[config.mk]
export PLATFORM = sky130hd
export DESIGN_NAME = cmd_legality_responder
export DESIGN_NICKNAME = d
export VERILOG_FILES = /design/src/rtl/clr_pkg.sv /design/src/rtl/clr_control.sv /design/src/rtl/clr_datapath.sv /design/src/rtl/cmd_legality_responder.sv
export SDC_FILE = /design/constraint.sdc
export NUM_CORES = 1
export LEC_CHECK = 0
export BUFFER_PORTS_ARGS = -buffer_cell sky130_fd_sc_hd__buf_4
export CAP_MARGIN = 25
export CORE_ASPECT_RATIO = 0.75
export CORE_UTILIZATION = 49
export DETAILED_ROUTE_END_ITERATION = 8
export HOLD_SLACK_MARGIN = 0.02
export PLACE_DENSITY = 0.91
export SETUP_SLACK_MARGIN = 0.1
export SLEW_MARGIN = 20
export SYNTH_ARGS = -nofsm -noshare
export SYNTH_HDL_FRONTEND = slang
export SYNTH_SLANG_ARGS = --single-unit
[constraint.sdc]
create_clock -name clk -period 2.4 [get_ports clk]
set_clock_uncertainty 0.2 [all_clocks]
set_input_delay 0.36 -clock clk [delete_from_list [all_inputs] [get_ports clk]]
set_output_delay 0.36 -clock clk [all_outputs]
set_load 0.03 [all_outputs]
[src/rtl/clr_pkg.sv]
package clr_pkg;
  localparam int SA_W = 5;
  localparam int WC_W = 5;
  localparam int ADDR_W = 2 + SA_W + WC_W;
  localparam int RTA_W = 5;
  localparam int STATUS_W = 16;
  localparam int CNT_OUT_W = WC_W + 1;

  // status word bit time n (n = 4..19) maps to vector index 19 - n
  function automatic int statusIndex(input int bitTime);
    return 19 - bitTime;
  endfunction

  localparam int ME_POS = statusIndex(9);
  localparam int BUSY_POS = statusIndex(16);
  localparam int RTA_TOP = statusIndex(4);

  typedef struct packed {
    logic loadCmd;
    logic sampleNow;
    logic clearHeld;
  } ctrl_strobe_t;
endpackage

[src/rtl/clr_control.sv]
module clr_control
  import clr_pkg::*;
#(
  parameter int SAMPLE_DELAY = 8
) (
  input  logic         clk,
  input  logic         rstN,
  input  logic         cmdValid,
  input  logic         msgEnd,
  output ctrl_strobe_t strobe,
  output logic         respValid
);
  localparam int CNT_W = (SAMPLE_DELAY > 1) ? $clog2(SAMPLE_DELAY) : 1;
  localparam logic [CNT_W-1:0] CNT_LOAD = CNT_W'(SAMPLE_DELAY - 1);

  typedef enum logic [1:0] {ST_IDLE, ST_WAIT, ST_HOLD} state_t;

  state_t state;
  logic [CNT_W-1:0] waitCnt;

  always_comb begin
    strobe.loadCmd   = cmdValid;
    strobe.sampleNow = (state == ST_WAIT) && (waitCnt == '0) && !cmdValid && !msgEnd;
    strobe.clearHeld = msgEnd && !cmdValid;
  end

  always_ff @(posedge clk or negedge rstN) begin
    if (!rstN) begin
      state     <= ST_IDLE;
      waitCnt   <= '0;
      respValid <= 1'b0;
    end else begin
      respValid <= strobe.sampleNow;
      if (cmdValid) begin
        state   <= ST_WAIT;
        waitCnt <= CNT_LOAD;
      end else begin
        unique case (state)
          ST_WAIT: begin
            if (msgEnd) state <= ST_IDLE;
            else if (waitCnt == '0) state <= ST_HOLD;
            else waitCnt <= waitCnt - 1'b1;
          end
          ST_HOLD: if (msgEnd) state <= ST_IDLE;
          default: state <= ST_IDLE;
        endcase
      end
    end
  end
endmodule

[src/rtl/clr_datapath.sv]
module clr_datapath
  import clr_pkg::*;
(
  input  logic                 clk,
  input  logic                 rstN,
  input  ctrl_strobe_t         strobe,
  input  logic                 cmdBcast,
  input  logic                 cmdTx,
  input  logic [SA_W-1:0]      cmdSubaddr,
  input  logic [WC_W-1:0]      cmdCount,
  input  logic                 legalIn,
  input  logic                 busyInN,
  input  logic [RTA_W-1:0]     rtAddr,
  output logic [ADDR_W-1:0]    tableAddr,
  output logic [STATUS_W-1:0]  statusWord,
  output logic [CNT_OUT_W-1:0] txWordCount,
  output logic                 rxPass
);
  localparam logic [CNT_OUT_W-1:0] FULL_COUNT = CNT_OUT_W'(2 ** WC_W);

  logic [ADDR_W-1:0] addrReg;
  logic              txReg;
  logic [WC_W-1:0]   countReg;
  logic              msgErrReg;
  logic              busyReg;
  logic [RTA_W-1:0]  rtaReg;
  logic              heldValid;

  always_ff @(posedge clk or negedge rstN) begin
    if (!rstN) begin
      addrReg  <= '0;
      txReg    <= 1'b0;
      countReg <= '0;
    end else if (strobe.loadCmd) begin
      addrReg  <= {cmdBcast, cmdTx, cmdSubaddr, cmdCount};
      txReg    <= cmdTx;
      countReg <= cmdCount;
    end
  end

  always_ff @(posedge clk or negedge rstN) begin
    if (!rstN) begin
      msgErrReg <= 1'b0;
      busyReg   <= 1'b0;
      rtaReg    <= '0;
      heldValid <= 1'b0;
    end else if (strobe.loadCmd || strobe.clearHeld) begin
      msgErrReg <= 1'b0;
      busyReg   <= 1'b0;
      rtaReg    <= '0;
      heldValid <= 1'b0;
    end else if (strobe.sampleNow) begin
      msgErrReg <= !legalIn;
      busyReg   <= !busyInN;
      rtaReg    <= rtAddr;
      heldValid <= 1'b1;
    end
  end

  assign tableAddr = addrReg;

  always_comb begin
    statusWord = '0;
    statusWord[RTA_TOP -: RTA_W] = rtaReg;
    statusWord[ME_POS]   = msgErrReg;
    statusWord[BUSY_POS] = busyReg;
  end

  always_comb begin
    txWordCount = '0;
    if (heldValid && txReg && !msgErrReg && !busyReg)
      txWordCount = (countReg == '0) ? FULL_COUNT : CNT_OUT_W'(countReg);
  end

  assign rxPass = heldValid && !txReg;
endmodule

[src/rtl/cmd_legality_responder.sv]
module cmd_legality_responder
  import clr_pkg::*;
#(
  parameter int SAMPLE_DELAY = 8
) (
  input  logic                 clk,
  input  logic                 rstN,
  input  logic                 cmdValid,
  input  logic                 cmdBcast,
  input  logic                 cmdTx,
  input  logic [SA_W-1:0]      cmdSubaddr,
  input  logic [WC_W-1:0]      cmdCount,
  input  logic                 msgEnd,
  input  logic                 legalIn,
  input  logic                 busyInN,
  input  logic [RTA_W-1:0]     rtAddr,
  output logic [ADDR_W-1:0]    tableAddr,
  output logic                 respValid,
  output logic [STATUS_W-1:0]  statusWord,
  output logic [CNT_OUT_W-1:0] txWordCount,
  output logic                 rxPass
);
  ctrl_strobe_t strobe;

  clr_control #(.SAMPLE_DELAY(SAMPLE_DELAY)) u_ctrl (
    .clk       (clk),
    .rstN      (rstN),
    .cmdValid  (cmdValid),
    .msgEnd    (msgEnd),
    .strobe    (strobe),
    .respValid (respValid)
  );

  clr_datapath u_dp (
    .clk         (clk),
    .rstN        (rstN),
    .strobe      (strobe),
    .cmdBcast    (cmdBcast),
    .cmdTx       (cmdTx),
    .cmdSubaddr  (cmdSubaddr),
    .cmdCount    (cmdCount),
    .legalIn     (legalIn),
    .busyInN     (busyInN),
    .rtAddr      (rtAddr),
    .tableAddr   (tableAddr),
    .statusWord  (statusWord),
    .txWordCount (txWordCount),
    .rxPass      (rxPass)
  );
endmodule

==> reports/results.tsv <==
metric	value	unit
status	finished, final reports clean	
final WL	2545	µm
Routed Antenna Nets	0	
area leader, netlist	dfrtp_1	
First-pass DRT Iterations	4	
Max Cap Viol	0	
Final GP Congestion	0.7825	
final cell count without fillers	190	
DP Wirelength	1905	µm
IO Port Bufs	49	
minimum clock period	2034	ps
RSZ-0062 raised after global routing	no	
worst hold path cell count	3	
cell count after synthesis	107	
vias after detailed routing	896	
Die ar.	2807	µm²
layout cells sized above 1	46.15	%
Crit path buffers/inverters	1	
CP max FO	6	
initial antenna violation count	0	
Ports	59	
FF-to-FF End	u_dp.rtaReg[4]$_DFFE_PN0P_	
post-layout util	70.60	%
most frequent cell after synthesis	dfrtp_1	
Hold Violations, Final	0	
clock root cell	clkbuf_4	
Post-synth EDFFs	0	
Largest delay share family, worst path	simple AND/OR/NAND/NOR gates	
top post-synthesis cells by count	26 x dfrtp_1, 12 x buf_4, 12 x mux2_2	
RR Startpoint	u_ctrl.waitCnt[1]$_DFFE_PN0P_	
Reg2Reg Depth	5	
DR DRC count	0	
PD cells	577.9	nW/µm²
pins over their slew limit	0	
Synth area leaders	dfrtp_1 51%, mux2_2 11%, mux2i_1 7.1%, buf_4 7.1%, nand2_1 2.9%	
Initial Util	53.39	%
ys async rst share	100.0	%
Avg WL per Cell	13.39	µm
leakage power	0.9393	nW
CTS tree	yes	
Mapped Area	1272	µm²
kind of critical path	flip-flop to output port	
dpl cells	183	
Overall Global Routing Usage	20.76	%
total CTS buffers	3	
# nets final	182	
Netlist cell types	23	
Avg Inst Size Synth	11.89	µm²
Critical Path End Type	output port	
instance count on the critical path	4	
# setup viols final	0	
Total Power	0.0009726	W
R2R setup slack	540	ps
drt initial violations	16	
Crit-path slowest cell	dfrtp_1	
max incr delay on CP	430	ps
pre-CTS setup slack	556.3	ps
critical-path cell list	nand2_1 > nor3_2 > and3_1 > buf_4	
vias in the first global route	892	
Tcrit/Tclk final	84.77	%
worst vdd ir	0.4363	mV
setup TNS	0	ps
Primary FF master, synth	dfrtp_1	
grt ovf	0	
cell row count	15	
Core ar.	2384	µm²
Hold Crit Start	rtAddr[0]	
first-pass GRT wire length	4077	µm
hold crit path type	input port to flip-flop	
largest net degree at the start of global routing	27	
synth warn	0	
area grow syn2layout	32.25	%
clock latency on the worst-skew pair	330	ps
CTS Buffer Depth	2	
CTS sink count	26	
Post-CTS Setup Bufs	0	
top-area cell type share of the netlist area	51.13	%
Max Freq	491.5	MHz
antenna cell count	0	
Die W	60.85	µm
CP arrival	1470	ps
H-Tree Depth	1	
final setup margin	365.6	ps
Req. time, crit path	1840	ps
Min-Delay Endpoint	u_dp.rtaReg[0]$_DFFE_PN0P_	
Die Y	46.13	µm
vias per inst	4.716	
Seq cells post-synth	26	
nature of the critical path startpoint	flip-flop	
clock transition at the registers of the reported paths	140	ps
register area share after synthesis	51.13	%
==> worst max path at each step <==
stage                                         from              to  slack (ps)
floorplan               u_dp.msgErrReg$_DFFE_PN0P_  txWordCount[5]         780
global placement    u_dp.tableAddr[10]$_DFFE_PN0P_  txWordCount[5]         620
detailed placement  u_dp.tableAddr[10]$_DFFE_PN0P_  txWordCount[5]         560
CTS                 u_dp.tableAddr[10]$_DFFE_PN0P_  txWordCount[5]         170
global route        u_dp.tableAddr[10]$_DFFE_PN0P_  txWordCount[5]         260
finish              u_dp.tableAddr[10]$_DFFE_PN0P_  txWordCount[5]         370
==> flip-flops by register name, indices dropped and copies added, names as in the netlist <==
signal	cells
u_dp.tableAddr	8
u_dp.rtaReg	5
u_dp.countReg	4
u_ctrl.waitCnt	3
u_ctrl.state	2
u_ctrl.respValid	1
u_dp.busyReg	1
u_dp.heldValid	1
u_dp.msgErrReg	1
==> through the flow <==
stage	hold WS (ps)	area (µm²)
after global routing	21.38	1683
final	47.73	1683
after detailed placement	85.14	1595
after CTS	45.79	1678
after global placement	77.88	1595
after floorplan	-135.6	1303
==> power by group <==
group	internal (W)	switching (W)	total, W
registers	0.000462	0.0000201	0.000482
clock network	0.000169	0.000136	0.000305
logic	0.0000797	0.000106	0.000186
==> per-layer routing <==
metal / GRT usage (%) / vias up / routed length, µm
met4: 5.000 / 0 / 53
met3: 7.865 / 6 / 189
li1: - / 426 / -
met5: 0 / - / 0
met2: 33.41 / 38 / 1232
met1: 26.76 / 426 / 1071
==> repair_timing <==
action                                  in CTS  in global routing
hold endpoints to repair                    28                  0
hold buffers                                 3                  0
resized for setup                            0                  1
endpoints found under the setup margin       0                  5
==> cell families (layout without fill, tap and decap cells) <==
| kind of cell | after synthesis | after routing | synth area share, % |
|---|---|---|---|
| other | 1 | 9 | 0.2947 |
| adder cells (fa/ha/maj) | 2 | 2 | 1.966 |
| AO/OA/AOI/OAI | 2 | 2 | 1.967 |
| AND/OR/NAND/NOR | 31 | 31 | 15.04 |
| flip-flops | 26 | 26 | 51.13 |
| multiplexers | 21 | 21 | 17.70 |
| buffers and inverters | 24 | 65 | 11.90 |
==> cells in the final DEF, fill, tap and decap left out <==
cell,count
a211o_1,1
and2_1,5
and3_1,1
buf_4,49
bufinv_16,1
clkbuf_4,3
conb_1,9
dfrtp_1,26
dlygate4sd3_1,3
ha_1,2
inv_1,9
mux2_2,12
mux2i_1,9
nand2_1,10
nand4_2,1
nand4bb_1,1
nor2_1,4
nor2_4,1
nor2b_1,2
nor2b_2,1
nor3_1,2
nor3_2,1
nor4b_4,1
o41ai_2,1
or2_2,1
==> worst reg2reg max path: cells and delay by family (launching register included) <==
family                     cells  cell delay (ps)
adders and majority gates      1              180
and+or+nand+nor                2              590
muxes                          1              300
DFF                            1              410
buffers and inverters          1              100
==> layout make-up <==
class                           instances  area [µm²]
Inverter                                9       33.78
Fill cell                             180       700.7
Clock buffer                            3       22.52
Tap cell                               34       42.54
Clock inverter                          1       30.03
Multi-Input combinational cell         65       505.5
Sequential cell                        26       650.6
Timing Repair Buffer                   52       397.9
No activity file was read; power rests on OpenSTA's default activity.
